--- config.mk ---
export PLATFORM = sky130hd
export DESIGN_NAME = susp_ctrl
export DESIGN_NICKNAME = d
export VERILOG_FILES = /design/src/rtl/susp_pkg.sv /design/src/rtl/susp_sync.sv /design/src/rtl/susp_fsm.sv /design/src/rtl/susp_clkgate.sv /design/src/rtl/susp_ctrl.sv
export SDC_FILE = /design/constraint.sdc
export NUM_CORES = 1
export LEC_CHECK = 0
export CAP_MARGIN = 20
export CORE_AREA = 2 2 39 41
export DETAILED_ROUTE_END_ITERATION = 10
export DIE_AREA = 0 0 41 43
export DONT_BUFFER_PORTS = 1
export GPL_TIMING_DRIVEN = 0
export SETUP_SLACK_MARGIN = 0.4
export SYNTH_ARGS = -nofsm -noshare
export SYNTH_HDL_FRONTEND = slang
export SYNTH_HIERARCHICAL = 1
export SYNTH_SLANG_ARGS = --single-unit
--- constraint.sdc ---
create_clock -name clk -period 4.35 [get_ports clk]
set_clock_uncertainty 0.2 [all_clocks]
set_input_delay 0.87 -clock clk [delete_from_list [all_inputs] [get_ports clk]]
set_output_delay 0.87 -clock clk [all_outputs]
set_load 0.01 [all_outputs]
--- src/rtl/susp_pkg.sv ---
`timescale 1ns/1ps
package susp_pkg;

    localparam int SYNC_STAGES_DEF = 2;

    typedef enum logic [1:0] {
        ST_RUN    = 2'd0,
        ST_DRAIN  = 2'd1,
        ST_SUSP   = 2'd2,
        ST_RESUME = 2'd3
    } susp_state_e;

    typedef enum logic {
        SRC_REQ  = 1'b0,
        SRC_HALT = 1'b1
    } susp_src_e;

    typedef struct packed {
        logic core_en;
        logic sys_en;
        logic stop_ok;
    } gate_t;

    // Acknowledge is held from suspend entry until the resume cycle ends.
    function automatic logic ack_active(input susp_state_e st);
        return (st == ST_SUSP) || (st == ST_RESUME);
    endfunction

    // Gate pattern for a state and a captured clock-stop mode.
    function automatic gate_t gates_for(input susp_state_e st, input logic all_mode);
        gate_t g;
        g.core_en = 1'b1;
        g.sys_en  = 1'b1;
        g.stop_ok = 1'b0;
        if (st == ST_SUSP) begin
            g.core_en = 1'b0;
            g.sys_en  = !all_mode;
            g.stop_ok = all_mode;
        end
        return g;
    endfunction

endpackage

--- src/rtl/susp_sync.sv ---
`timescale 1ns/1ps
module susp_sync #(
    parameter int   STAGES   = 2,
    parameter logic IDLE_LVL = 1'b1
) (
    input  logic clk,
    input  logic rst,
    input  logic d_async,
    output logic q_sync
);
    localparam int LAST = STAGES - 1;

    logic [STAGES-1:0] chain;

    genvar i;
    generate
        for (i = 0; i < STAGES; i++) begin : g_stage
            if (i == 0) begin : g_first
                always_ff @(posedge clk) begin
                    if (rst) chain[0] <= IDLE_LVL;
                    else     chain[0] <= d_async;
                end
            end else begin : g_next
                always_ff @(posedge clk) begin
                    if (rst) chain[i] <= IDLE_LVL;
                    else     chain[i] <= chain[i-1];
                end
            end
        end
    endgenerate

    assign q_sync = chain[LAST];
endmodule

--- src/rtl/susp_fsm.sv ---
`timescale 1ns/1ps
module susp_fsm
    import susp_pkg::*;
(
    input  logic        clk,
    input  logic        rst,
    input  logic        req_act,
    input  logic        halt,
    input  logic        core_idle,
    input  logic        wake_irq,
    input  logic        en,
    output susp_state_e state,
    output logic        enter_susp
);
    susp_state_e state_nx;
    susp_src_e   src_q, src_nx;

    always_comb begin
        state_nx   = state;
        src_nx     = src_q;
        enter_susp = 1'b0;
        unique case (state)
            ST_RUN: begin
                if (en && req_act) begin
                    state_nx = ST_DRAIN;
                    src_nx   = SRC_REQ;
                end else if (en && halt) begin
                    state_nx = ST_DRAIN;
                    src_nx   = SRC_HALT;
                end
            end
            ST_DRAIN: begin
                if (!en) begin
                    state_nx = ST_RUN;
                end else if (src_q == SRC_REQ && !req_act) begin
                    state_nx = ST_RUN;
                end else if (core_idle) begin
                    state_nx   = ST_SUSP;
                    enter_susp = 1'b1;
                end
            end
            ST_SUSP: begin
                if (src_q == SRC_REQ && !req_act)
                    state_nx = ST_RESUME;
                else if (src_q == SRC_HALT && wake_irq)
                    state_nx = ST_RESUME;
            end
            ST_RESUME: state_nx = ST_RUN;
            default:   state_nx = ST_RUN;
        endcase
    end

    always_ff @(posedge clk) begin
        if (rst) begin
            state <= ST_RUN;
            src_q <= SRC_REQ;
        end else begin
            state <= state_nx;
            src_q <= src_nx;
        end
    end
endmodule

--- src/rtl/susp_clkgate.sv ---
`timescale 1ns/1ps
module susp_clkgate
    import susp_pkg::*;
(
    input  logic        clk,
    input  logic        rst,
    input  susp_state_e state,
    input  logic        enter_susp,
    input  logic        all_clk_mode,
    output gate_t       gates
);
    logic mode_q;

    // Mode is frozen on the suspend entry edge only.
    always_ff @(posedge clk) begin
        if (rst)             mode_q <= 1'b0;
        else if (enter_susp) mode_q <= all_clk_mode;
    end

    assign gates = gates_for(state, mode_q);
endmodule

--- src/rtl/susp_ctrl.sv ---
`timescale 1ns/1ps
module susp_ctrl
    import susp_pkg::*;
#(
    parameter int SYNC_STAGES = SYNC_STAGES_DEF
) (
    input  logic clk,
    input  logic rst,
    input  logic susp_req_n,
    input  logic halt,
    input  logic core_idle,
    input  logic wake_irq,
    input  logic susp_en,
    input  logic all_clk_mode,
    output logic susp_ack_n,
    output logic susp_ack_oe,
    output logic core_clk_en,
    output logic sys_clk_en,
    output logic sysclk_stop_ok
);
    logic        req_n_sync;
    logic        req_act;
    susp_state_e state;
    logic        enter_susp;
    gate_t       gates;

    susp_sync #(.STAGES(SYNC_STAGES), .IDLE_LVL(1'b1)) u_sync (
        .clk     (clk),
        .rst     (rst),
        .d_async (susp_req_n),
        .q_sync  (req_n_sync)
    );

    assign req_act = !req_n_sync;

    susp_fsm u_fsm (
        .clk        (clk),
        .rst        (rst),
        .req_act    (req_act),
        .halt       (halt),
        .core_idle  (core_idle),
        .wake_irq   (wake_irq),
        .en         (susp_en),
        .state      (state),
        .enter_susp (enter_susp)
    );

    susp_clkgate u_gate (
        .clk          (clk),
        .rst          (rst),
        .state        (state),
        .enter_susp   (enter_susp),
        .all_clk_mode (all_clk_mode),
        .gates        (gates)
    );

    assign susp_ack_n     = !ack_active(state);
    assign susp_ack_oe    = susp_en;
    assign core_clk_en    = gates.core_en;
    assign sys_clk_en     = gates.sys_en;
    assign sysclk_stop_ok = gates.stop_ok;
endmodule

* After elaboration in Yosys (flattened, before gate mapping) *
Cells that the tools add are included.
W data, S select, Z words.

cells by class
  equal/unequal tests = 6
  muxes and demuxes = 15
  bitwise gates (word level) = 1
  reduce and logical (&&, ||, !) cells = 12

operator list
  kind                  number
  $mux W2               7
  $pmux W2 S4           1
  $mux W1               6
  $ne A3 B1 Y1 const B  2
  $eq A2 B2 Y1 const B  2
  $logic_and A1 B1 Y1   4
  $ne A4 B3 Y1 const B  1
  $logic_not A1 Y1      3
  $mux W3               1
  $reduce_and A3 Y1     1
  $eq A2 B1 Y1 const B  1
  $logic_not A2 Y1      1
  $reduce_and A2 Y1     1
  $reduce_bool A2 Y1    1
  $logic_or A1 B1 Y1    1
  $not A1 Y1            1

word-level totals
  register bits after elaboration = 6
  input bits = 8
  output and inout port bits = 5
  word-level logic and storage cells = 39

* Logic depth before layout (Yosys ltp) *
Gate-level depths: netlist (run 1).

  word-level depth = 5
  depth in mapped cells = 6

* By module *
Netlist (run 1), hierarchy kept.

modules (own cells, without submodules)
  module        times used  cells each  area an instance (µm²)
  susp_fsm      1           17          148.9
  susp_clkgate  1           7           61.3
  susp_sync     1           4           52.6
  susp_ctrl     1           3           15.0

* Least setup slack after synthesis (run 1) *
Ideal clock, no wire load.

  path kind = input -> output
  start point = input port susp_en
  end point = output port susp_ack_oe
  arrival = 989 ps
  slack = 2291 ps
  stages on the path = 1
  path buffers = 1
  cell sequence = buf_4

RTL lines
  item         line             text
  from (decl)  susp_ctrl.sv:13  input logic susp_en,
  to (decl)    susp_ctrl.sv:16  output logic susp_ack_oe,

No word-level cell between the ends.

==> out/metrics.json, run 1 <==
{
  "critPathRequiredTime_ns": 3.28,
  "critical_path.top_delay_family": "flip-flops",
  "power_frac_clock_pct": 41.0,
  "switching_share_pct": 23.97,
  "maxSlewHeadroom_pct": 72.51,
  "drt_iter0_drc": 0,
  "utilization_pct": 23.15,
  "antenna-diode-count": 0,
  "synth-seq-area-share_pct": 43.24,
  "multi_input_area_um2": 131.4,
  "rrSetupSlack_ns": 2.78,
  "gp_congestion": 0.6754,
  "power.ir.vdd_worst_v": 0.0001337,
  "dr_total_vias": 218,
  "unrepaired_setup_endpoints_after_global_routing": "false",
  "timing.hold.worst.class": "flop to flop",
  "detailed_place.area_um2": 297.8,
  "synth_cell_types": 17,
  "seqCellArea_um2": 120.1,
  "fin_crit_ns": 2.120,
  "worst_pin_slew_ns": 0.4020,
  "post-place-cells": 47,
  "final_hold_violation_count": 0,
  "htree_levels": 1,
  "critPathLaunchType": "flop",
  "clock.fmax_mhz": 471.8,
  "critical-path-slowest-cell": "dfxtp_1",
  "post_cts_resized": 0,
  "die_area_um2": 1763,
  "grt_start_max_net_pins": 7,
  "crit_chain": "nand2b_4 -> or2_1",
  "cp_max_fo": 6,
  "area.growth.synth_to_final_pct": 15.32,
  "synthCells": 31,
  "timing.final.max_slew_violations": 0,
  "dieWidth_um": 41,
  "power.sequential.fraction_pct": 49.0,
  "timing.final.crit_share_pct": 48.73,
  "die_h_um": 43,
  "synthesis.area_um2": 277.8,
  "port_buffers": 0,
  "synth_warnings": 6,
  "post_drt_wl_per_cell_um": 10.56,
  "clk_root_buffer_cell": "clkbuf_4",
  "initial_antenna_violation_count": 0,
  "drcViolationCount": 0,
  "drt_wl_total_um": 528,
  "layout.cell_area.non_filler_um2": 320.3,
  "grt_use_total_pct": 7.746,
  "first_pass_iters": 1,
  "worst_setup_hold_path_clk_slew_ns": 0.05,
  "cellPowerDensity_nw_per_um2": 396.2,
  "power_report.internal_total_uw": 96.49,
  "timing.critical_path.buf_inv": 0,
  "starting_density_pct": 20.07,
  "power.combinational.fraction_pct": 10.0,
  "cts.hold.buffers_added": 0,
  "detailedPlacementHpwl_um": 400.5,
  "total_switching_power_uw": 30.43,
  "routed_via_density": 4.360,
  "ys_ff_latch": 6,
  "finalNonFillerCells": 50,
  "power.leakage_nw": 0.1066,
  "post_route_cells_drive_above_1_share_pct": 20.59,
  "clock_sink_count": 6,
  "cts.path.max_buffers": 2,
  "timing.critical_path.slowest_cell_delay_ns": 0.45,
  "nNetsFinal": 44,
  "outcome": "completed",
  "cap_violations": 0,
  "endpoint_kind": "output port",
  "worst_skew_pair.late_latency_ns": 0.24,
  "fillerInstances": 160,
  "boundaryPins": 13,
  "route.antenna.remaining_nets": 0,
  "grt_first_pass_wirelength_um": 855,
  "tritoncts": "built",
  "post-cts-setup-buffer-count": 0,
  "number_of_global_route_vias_before_repair": 201,
  "core.rowCount": 14,
  "cts_buffers": 3,
  "arrival_ns": 1.05,
  "core-area_um2": 1384,
  "mappedNetlistNets": 39,
  "total_negative_slack_ns": 0,
  "mean_instance_size_in_the_synthesized_netlist_um2": 8.960,
  "grt.overflow.total": 0,
  "path_class": "flop to output port",
  "setup_viol": 0
}
==> power groups by stage <==
stage	logic [mW]	clock network [mW]	registers, mW
2_1_floorplan	0.0115	0	0.0624
3_3_place_gp	0.0126	0	0.0632
3_5_place_dp	0.0129	0	0.0633
4_1_cts	0.0129	0.0553	0.0622
5_1_grt	0.0148	0.0574	0.0628
6_report	0.0127	0.0520	0.0622
==> layout by cell type, fill, tap and decap left out <==
cell | Yosys | routed
o41a_1 | 1 | 1
a2111oi_0 | 1 | 1
a31oi_1 | 1 | 1
o21ai_0 | 1 | 1
nand2b_4 | 1 | 1
dfxtp_1 | 6 | 6
a221oi_1 | 1 | 1
buf_4 | 1 | 1
clkbuf_4 | 0 | 3
inv_1 | 4 | 4
or2_1 | 3 | 3
mux2i_1 | 1 | 1
inv_2 | 1 | 1
nor2_1 | 5 | 5
nand2_1 | 1 | 1
a2111oi_1 | 1 | 1
or3_2 | 1 | 1
a311oi_1 | 1 | 1
==> per-stage QoR <==
stage	power, mW	hold slack [ns]	setup WS (ns)
final	0.1269	0.2011	2.230
after floorplan	0.07386	0.1832	2.291
after global routing	0.1350	0.2075	2.158
after CTS	0.1304	0.2055	2.215
after global placement	0.07574	0.1851	2.289
after detailed placement	0.07614	0.1939	2.289
==> synthesized netlist by cell type <==
cell,number,area (um^2)
nand2b_4,1,13.76
inv_2,1,3.750
nand2_1,1,3.750
o41a_1,1,11.26
o21ai_0,1,5.000
dfxtp_1,6,120.1
inv_1,4,15.01
a31oi_1,1,6.260
a2111oi_1,1,10.01
a311oi_1,1,8.760
a221oi_1,1,8.760
or2_1,3,18.77
or3_2,1,7.510
a2111oi_0,1,8.760
buf_4,1,7.510
mux2i_1,1,10.01
nor2_1,5,18.77
==> layout make-up <==
class,instances,area share (%)
Multi-Input combinational cell,19,41.02
Buffer,1,2.344
Sequential cell,6,37.50
Tap cell,16,6.250
Inverter,5,5.859
Clock buffer,3,7.031
==> routing by layer <==
layer  wire length [um]  vias up  track usage [%]
met1                226       94            8.414
met5                  0        -                0
met3                 75        0            8.377
met4                  0        0            4.000
li1                   -      113                -
met2                226       11            9.063
==> worst reg2reg max path, delay by kind of cell, from the launching register on <==
| family | cells | cell delay [ns] |
|---|---|---|
| and+or+nand+nor | 3 | 0.70 |
| muxes | 1 | 0.19 |
| DFF | 1 | 0.37 |
==> worst paths after layout <==
path | depth (start not counted) | endpoint | start
max | 2 | sys_clk_en | flop
min | 1 | u_sync/q_sync$_SDFF_PP1_ | u_sync/chain[0]$_SDFF_PP1_
max reg2reg | 4 | u_gate/mode_q$_SDFFE_PP0P_ | flop
min reg2reg | 1 | u_sync/q_sync$_SDFF_PP1_ | u_sync/chain[0]$_SDFF_PP1_
==> cell families after synthesis <==
family	Yosys count	share of synthesized area, %
flops	6	43.24
compound gates	7	21.17
buf+inv	6	9.458
mux	1	3.604
simple gates	11	22.52
No activity file was read; power rests on OpenSTA's default activity.
==> run 2, diff against run 1 <==
Settings changed: ABC_AREA set to 1.
Clock period 4.35 ns to 1.92 ns, I/O delays scaled along.
==> out/metrics.json, run 2 <==
{
  "route.antenna.remaining_nets": {"value": 0, "change": "unchanged"},
  "synthDominantCellAreaShare": {"value": 37.35, "unit": "%", "change": "-5.9 points"},
  "netlist_top_cells_area": "dfxtp_1 (37%), inv_1 (19%), nand2_1 (13%), nor2_1 (13%), nand3_1 (9.3%)",
  "mappedNetlistNets": {"value": 62, "change": "+59%"},
  "synth_cell_types": {"value": 9, "change": "-8"},
  "clock_sink_count": {"value": 6, "change": "unchanged"},
  "timing.critical_path.buf_inv": {"value": 2, "change": "+2"},
  "setup_viol": {"value": 0, "change": "unchanged"},
  "power.ir.vdd_worst": {"value": 0.0003371, "unit": "V", "change": "+150%"},
  "fin_crit_ns": 1.459,
  "largest_family_of_logic_cells_by_synthesized_area": "simple AND/OR/NAND/NOR gates",
  "power.sequential.fraction": {"value": 48.0, "unit": "%", "change": "-1.0 points"},
  "critical-path-slowest-cell": "dfxtp_1",
  "starting_density": {"value": 23.24, "unit": "%", "change": "+3.2 points"},
  "timing.final.max_slew_violations": {"value": 0, "change": "unchanged"},
  "yosys-top-cells-count": "inv_1 (16), nand2_1 (11), nor2_1 (11), dfxtp_1 (6), nand3_1 (6)",
  "layout.cell_area.non_filler": {"value": 375.4, "unit": "um^2", "change": "+17%"},
  "cp_max_fo": {"value": 4, "change": "-2"},
  "synth-async-reset-ratio": {"value": 0, "unit": "%", "change": "unchanged"},
  "path_class": "flop to output port",
  "endpoint_kind": "output port",
  "die_area": {"value": 1763, "unit": "um^2", "change": "unchanged"},
  "detailed_place.area": {"value": 341.6, "unit": "um^2", "change": "+15%"},
  "first_pass_iters": {"value": 4, "change": "+3"},
  "grt_start_max_net_pins": {"value": 7, "change": "unchanged"},
  "mean_instance_size_in_the_synthesized_netlist": {"value": 5.955, "unit": "um^2", "change": "-34%"},
  "yosys.area_share.xor_xnor": {"value": 0, "unit": "%", "change": "unchanged"},
  "total_switching_power": {"value": 68.20, "unit": "uW", "change": "+120%"},
  "power.leakage": {"value": 0.2098, "unit": "nW", "change": "+97%"},
  "cellPowerDensity": {"value": 758.1, "unit": "nW/um^2", "change": "+91%"},
  "worst_pin_slew": {"value": 0.1928, "unit": "ns", "change": "-0.2092 ns"},
  "layout.cells.most_common": "inv_1",
  "antenna-diode-count": {"value": 0, "change": "unchanged"},
  "nNetsFinal": {"value": 68, "change": "+55%"},
  "worst_setup_hold_path_clk_slew": {"value": 0.05, "unit": "ns", "change": "about the same"},
  "grt_use_total": {"value": 8.065, "unit": "%", "change": "+0.32 points"},
  "synthesis.area": {"value": 321.6, "unit": "um^2", "change": "+16%"},
  "critical_path.top_delay_family": "flip-flops",
  "compound_gate_fraction_of_synth_area": {"value": 1.556, "unit": "%", "change": "-20 points"},
  "synthSimpleGateAreaFrac": {"value": 40.08, "unit": "%", "change": "+18 points"},
  "critPathRequiredTime": {"value": 1.34, "unit": "ns", "change": "-1.94 ns"},
  "fillerInstances": {"value": 168, "change": "+5.0%"},
  "gp_congestion": {"value": 0.7879, "change": "+17%"},
  "power_report.internal_total": {"value": 216.4, "unit": "uW", "change": "+120%"},
  "final_hold_violation_count": {"value": 0, "change": "unchanged"},
  "arrival": {"value": 0.88, "unit": "ns", "change": "-0.17 ns"},
  "routed_via_density": {"value": 3.973, "change": "-8.9%"},
  "tritoncts": "built",
  "detailedPlacementHpwl": {"value": 466.8, "unit": "um", "change": "+17%"},
  "total_negative_slack": {"value": 0, "unit": "ns", "change": "unchanged"},
  "cap_violations": {"value": 0, "change": "unchanged"},
  "route.layer.met1.wl": {"value": 301, "unit": "um", "change": "+33%"},
  "dieWidth": {"value": 41, "unit": "um", "change": "unchanged"},
  "unrepaired_setup_endpoints_after_global_routing": "false",
  "number_of_global_route_vias_before_repair": {"value": 249, "change": "+24%"},
  "cts_buffers": {"value": 3, "change": "unchanged"},
  "post-cts-setup-buffer-count": {"value": 0, "change": "unchanged"},
  "synth-adder-area-share": {"value": 0, "unit": "%", "change": "unchanged"},
  "crit_chain": "inv_1 -> nand3_2 -> inv_1",
  "drt_wl_total": {"value": 586, "unit": "um", "change": "+11%"},
  "htree_levels": {"value": 1, "change": "unchanged"},
  "drcViolationCount": {"value": 0, "change": "unchanged"},
  "worst_skew_pair.late_latency": {"value": 0.24, "unit": "ns", "change": "about the same"},
  "dr_total_vias": {"value": 294, "change": "+35%"},
  "critPathLaunchType": "flop",
  "clock.fmax_mhz": 685.4,
  "core-area": {"value": 1384, "unit": "um^2", "change": "unchanged"},
  "switching_share": {"value": 23.97, "unit": "%", "change": "about the same"},
  "post-synth-top-count-cell": "inv_1",
  "timing.critical_path.slowest_cell_delay": {"value": 0.33, "unit": "ns", "change": "-0.12 ns"},
  "maxSlewHeadroom": {"value": 87.10, "unit": "%", "change": "+15 points"},
  "cts.path.max_buffers": {"value": 2, "change": "unchanged"},
  "clk_root_buffer_cell": "clkbuf_4",
  "drt_iter0_drc": {"value": 4, "change": "+4"},
  "route.top_layer_used": "met3",
  "dominantRegCellSynth": "dfxtp_1",
  "post-synth-top-area-cell": "dfxtp_1",
  "grt_first_pass_wirelength": {"value": 890, "unit": "um", "change": "+4.1%"},
  "post_drt_wl_per_cell": {"value": 7.919, "unit": "um", "change": "-25%"},
  "port_buffers": {"value": 0, "change": "unchanged"},
  "core.rowCount": {"value": 14, "change": "unchanged"},
  "timing.hold.worst.class": "primary input to flop",
  "synthCells": {"value": 54, "change": "+74%"},
  "route.met3.wl": {"value": 43, "unit": "um", "change": "-43%"},
  "timing.final.crit_share_pct": 75.99,
  "synth_edf_count": {"value": 0, "change": "unchanged"},
  "post_route_cells_drive_above_1_share": {"value": 10.34, "unit": "%", "change": "-10 points"},
  "power_frac_clock": {"value": 40.2, "unit": "%", "change": "-0.8 points"},
  "wl_met2": {"value": 241, "unit": "um", "change": "+6.6%"},
  "ys_ff_latch": {"value": 6, "change": "unchanged"},
  "area.growth.synth_to_final_pct": 16.73,
  "critPathMostFrequentCell": "inv_1",
  "power.combinational.fraction": {"value": 11.9, "unit": "%", "change": "+1.9 points"},
  "initial_antenna_violation_count": {"value": 0, "change": "unchanged"},
  "grt.overflow.total": {"value": 0, "change": "unchanged"},
  "die_h": {"value": 43, "unit": "um", "change": "unchanged"},
  "synth_mux_area_share": {"value": 0, "unit": "%", "change": "-3.6 points"},
  "synth-seq-area-share": {"value": 37.35, "unit": "%", "change": "-5.9 points"},
  "synth_warnings": {"value": 6, "change": "unchanged"},
  "boundaryPins": {"value": 13, "change": "unchanged"},
  "outcome": "completed",
  "layout.cells.most_common_list": "inv_1 (16), nor2_1 (11), nand2_1 (11)"
}
[run 2: cell types whose count changed after synthesis, moves of 3 or more]
cell | before | now
inv_1 | 4 | 16
nand2_1 | 1 | 11
nand3_1 | 0 | 6
nor2_1 | 5 | 11
or2_1 | 3 | 0
[run 2: worst paths after layout]
kind	slack [ns]	end	cells past startpoint	startpoint
min	0.03	u_sync/chain[0]$_SDFF_PP1_	2	susp_req_n
min reg2reg	0.22	u_sync/q_sync$_SDFF_PP1_	2	u_sync/chain[0]$_SDFF_PP1_
max reg2reg	0.73	u_gate/mode_q$_SDFFE_PP0P_	7	u_fsm/state[0]$_SDFFE_PP0P_
max	0.46	sysclk_stop_ok	3	u_fsm/state[0]$_SDFFE_PP0P_
[run 2: logic make-up (layout without fill, tap and decap cells)]
group | count (synthesis) | after routing
and+or+nand+nor | 30 | 30
buffers and inverters | 17 | 21
DFF | 6 | 6
AOI/OAI and AO/OA | 1 | 1
[run 2: repair_timing]
item / CTS / global route
endpoints found under the hold margin: 1 / 0
endpoints found under the setup margin: 1 / 0
hold buffers: 1 / 0
resized for setup: 1 / 0
[run 2: cell type report]
type	instances	area (um^2)	area share (%)
Tap cell	16	20.02	5.333
Multi-Input combinational cell	31	133.9	35.67
Buffer	1	7.507	2.000
Inverter	16	60.06	16.00
Timing Repair Buffer	1	10.01	2.667
Sequential cell	6	121.4	32.33
Clock buffer	3	22.52	6.000
[run 2: power by group through the flow]
stage	registers (mW)	logic, mW	clock network, mW
after CTS	0.137	0.0340	0.121
after detailed placement	0.139	0.0323	0
after global routing	0.137	0.0388	0.127
final	0.137	0.0337	0.114
after floorplan	0.137	0.0282	0
after global placement	0.138	0.0319	0
[run 2: layer usage]
metal	up-vias	track usage [%]
li1	164	-
met3	0	7.853
met1	119	9.772
met5	-	0
met2	11	9.063
met4	0	4.000
[run 2: metrics by stage]
| step | cells | hold WS (ns) | power, mW | util [%] | worst slack (ns) |
|---|---|---|---|---|---|
| 5_1_grt | 74 | 0.01789 | 0.3026 | 27.12 | 0.4047 |
| 4_1_cts | 74 | 0.01966 | 0.2915 | 27.12 | 0.4453 |
| 3_3_place_gp | 70 | 0.1931 | 0.1701 | 24.68 | 0.6581 |
| 6_report | 74 | 0.02926 | 0.2846 | 27.12 | 0.4610 |
| 2_1_floorplan | 54 | 0.1865 | 0.1657 | - | 0.7212 |
| 3_5_place_dp | 70 | 0.2016 | 0.1710 | 24.68 | 0.6623 |
==> run 3, diff against run 2 <==
Clock period 1.92 ns to 1.3 ns, I/O delays scaled along.
==> out/metrics.json, run 3 (synthesis results as in run 2) <==
{
  "grt_use_total": {"value": 8.333, "unit": "%", "change": "+0.27 points"},
  "endpoint_kind": "output port",
  "arrival": {"value": 0.81, "unit": "ns", "change": "-0.07 ns"},
  "fillerInstances": {"value": 157, "change": "-6.5%"},
  "power.leakage": {"value": 0.2083, "unit": "nW", "change": "-0.72%"},
  "number_of_global_route_vias_before_repair": {"value": 253, "change": "+1.6%"},
  "critPathRequiredTime": {"value": 0.84, "unit": "ns", "change": "-0.50 ns"},
  "htree_levels": {"value": 1, "change": "unchanged"},
  "cellPowerDensity": {"value": 1113, "unit": "nW/um^2", "change": "+47%"},
  "detailed_place.area": {"value": 351.6, "unit": "um^2", "change": "+2.9%"},
  "crit_chain": "nand3_4 -> inv_2",
  "grt.overflow.total": {"value": 0, "change": "unchanged"},
  "power.sequential.fraction": {"value": 45.4, "unit": "%", "change": "-2.6 points"},
  "tritoncts": "built",
  "switching_share": {"value": 24.60, "unit": "%", "change": "+0.63 points"},
  "critical-path-slowest-cell": "dfxtp_4",
  "clk_root_buffer_cell": "clkbuf_4",
  "detailedPlacementHpwl": {"value": 446.4, "unit": "um", "change": "-4.4%"},
  "antenna-diode-count": {"value": 0, "change": "unchanged"},
  "clock.fmax_mhz": 784.4,
  "post_route_cells_drive_above_1_share": {"value": 23.73, "unit": "%", "change": "+13 points"},
  "nNetsFinal": {"value": 68, "change": "unchanged"},
  "grt_start_max_net_pins": {"value": 7, "change": "unchanged"},
  "first_pass_iters": {"value": 4, "change": "unchanged"},
  "area.growth.synth_to_final_pct": 23.74,
  "die_h": {"value": 43, "unit": "um", "change": "unchanged"},
  "utilization": {"value": 28.75, "unit": "%", "change": "+1.6 points"},
  "die_area": {"value": 1763, "unit": "um^2", "change": "unchanged"},
  "unrepaired_setup_endpoints_after_global_routing": "true",
  "timing.critical_path.slowest_cell_delay": {"value": 0.39, "unit": "ns", "change": "+0.06 ns"},
  "clock_sink_count": {"value": 6, "change": "unchanged"},
  "power.combinational.fraction": {"value": 12.9, "unit": "%", "change": "+1.0 points"},
  "critPathLaunchType": "flop",
  "maxSlewHeadroom": {"value": 87.23, "unit": "%", "change": "+0.13 points"},
  "cts_buffers": {"value": 3, "change": "unchanged"},
  "worst_setup_hold_path_clk_slew": {"value": 0.05, "unit": "ns", "change": "about the same"},
  "cap_violations": {"value": 0, "change": "unchanged"},
  "path_class": "flop to output port",
  "cp_max_fo": {"value": 6, "change": "+2"},
  "final_hold_violation_count": {"value": 6, "change": "+6"},
  "worst_pin_slew": {"value": 0.1909, "unit": "ns", "change": "-0.001901 ns"},
  "total_switching_power": {"value": 108.9, "unit": "uW", "change": "+60%"},
  "timing.hold.worst.class": "primary input to flop",
  "core.rowCount": {"value": 14, "change": "unchanged"},
  "power_report.internal_total": {"value": 333.8, "unit": "uW", "change": "+54%"},
  "failed_checks": "negative hold slack",
  "boundaryPins": {"value": 13, "change": "unchanged"},
  "routed_via_density": {"value": 3.960, "change": "-0.33%"},
  "fin_crit_ns": 1.275,
  "worst_skew_pair.late_latency": {"value": 0.24, "unit": "ns", "change": "about the same"},
  "post_drt_wl_per_cell": {"value": 7.547, "unit": "um", "change": "-4.7%"},
  "initial_antenna_violation_count": {"value": 0, "change": "unchanged"},
  "route.antenna.remaining_nets": {"value": 0, "change": "unchanged"},
  "power_frac_clock": {"value": 41.7, "unit": "%", "change": "+1.5 points"},
  "drt_wl_total": {"value": 566, "unit": "um", "change": "-3.4%"},
  "dr_total_vias": {"value": 297, "change": "+1.0%"},
  "layout.cell_area.non_filler": {"value": 397.9, "unit": "um^2", "change": "+6.0%"},
  "core-area": {"value": 1384, "unit": "um^2", "change": "unchanged"},
  "setup_viol": {"value": 0, "change": "unchanged"},
  "port_buffers": {"value": 0, "change": "unchanged"},
  "cts.path.max_buffers": {"value": 2, "change": "unchanged"},
  "timing.final.crit_share_pct": 98.06,
  "starting_density": {"value": 23.24, "unit": "%", "change": "unchanged"},
  "rrSetupSlack": {"value": 0.11, "unit": "ns", "change": "-0.62 ns"},
  "layout.cells.most_common_list": "inv_1 (12), nand2_1 (10), nor2_1 (10)",
  "timing.final.max_slew_violations": {"value": 0, "change": "unchanged"},
  "power.ir.vdd_worst": {"value": 0.0004946, "unit": "V", "change": "+47%"},
  "fin_worst_hold_slack": {"value": -0.1283, "unit": "ns", "change": "-0.1575 ns"},
  "drcViolationCount": {"value": 0, "change": "unchanged"},
  "outcome": "finished with violations",
  "gp_congestion": {"value": 0.6688, "change": "-15%"},
  "total_negative_slack": {"value": 0, "unit": "ns", "change": "unchanged"},
  "dieWidth": {"value": 41, "unit": "um", "change": "unchanged"},
  "grt_first_pass_wirelength": {"value": 890, "unit": "um", "change": "unchanged"},
  "drt_iter0_drc": {"value": 5, "change": "+1"},
  "layout.cells.most_common": "inv_1"
}
==> run 3: metrics by stage <==
stage / cells / setup WS [ns] / power (mW)
after floorplan: 54 / 0.2302 / 0.2467
after global placement: 70 / 0.1581 / 0.2530
after detailed placement: 70 / 0.1436 / 0.2542
after CTS: 75 / 0.01353 / 0.4566
after global routing: 75 / -0.01889 / 0.4794
final: 75 / 0.02520 / 0.4427
==> run 3: timing repair <==
action | CTS | global route
endpoints found under the setup margin | 8 | 8
pin swaps | 3 | 1
gates resized for setup | 3 | 1
hold endpoints to repair | 6 | 5
setup buffers | 1 | 0
==> run 3: area by class of cell <==
cell class	count	area (um^2)	share of cell area (%)
buffer	1	7.507	1.887
inverter	16	60.06	15.09
timing repair buffer	1	7.507	1.887
clock buffer	4	26.28	6.604
sequential	6	125.1	31.45
tap	16	20.02	5.031
multi-input combinational	31	151.4	38.05
==> run 3: routing by layer <==
metal  vias up  routed length [um]  GRT usage, %
li1        166                   -             -
met1       122                 249         9.325
met2         7                 263         10.31
met3         2                  43         1.571
met4         0                  10         12.00
met5         -                   0             0
==> run 3: worst paths after layout <==
kind | start | end | depth (start not counted)
max | flop | sysclk_stop_ok | 2
min | rst | flop | 1
max reg2reg | u_fsm/state[0]$_SDFFE_PP0P_ | u_gate/mode_q$_SDFFE_PP0P_ | 8
min reg2reg | u_sync/chain[0]$_SDFF_PP1_ | u_sync/q_sync$_SDFF_PP1_ | 2
==> run 3: power groups by stage <==
stage	Combinational [mW]	Clock, mW	Sequential [mW]
2_1_floorplan	0.0441	0	0.203
3_3_place_gp	0.0494	0	0.204
3_5_place_dp	0.0504	0	0.204
4_1_cts	0.0564	0.200	0.201
5_1_grt	0.0663	0.211	0.202
6_report	0.0572	0.185	0.201
==> run 3: critical path: cells and delay by family (launching register included) <==
kind          cells  cell delay, ns
buf+inv           1            0.08
flops             1            0.39
simple gates      1            0.10
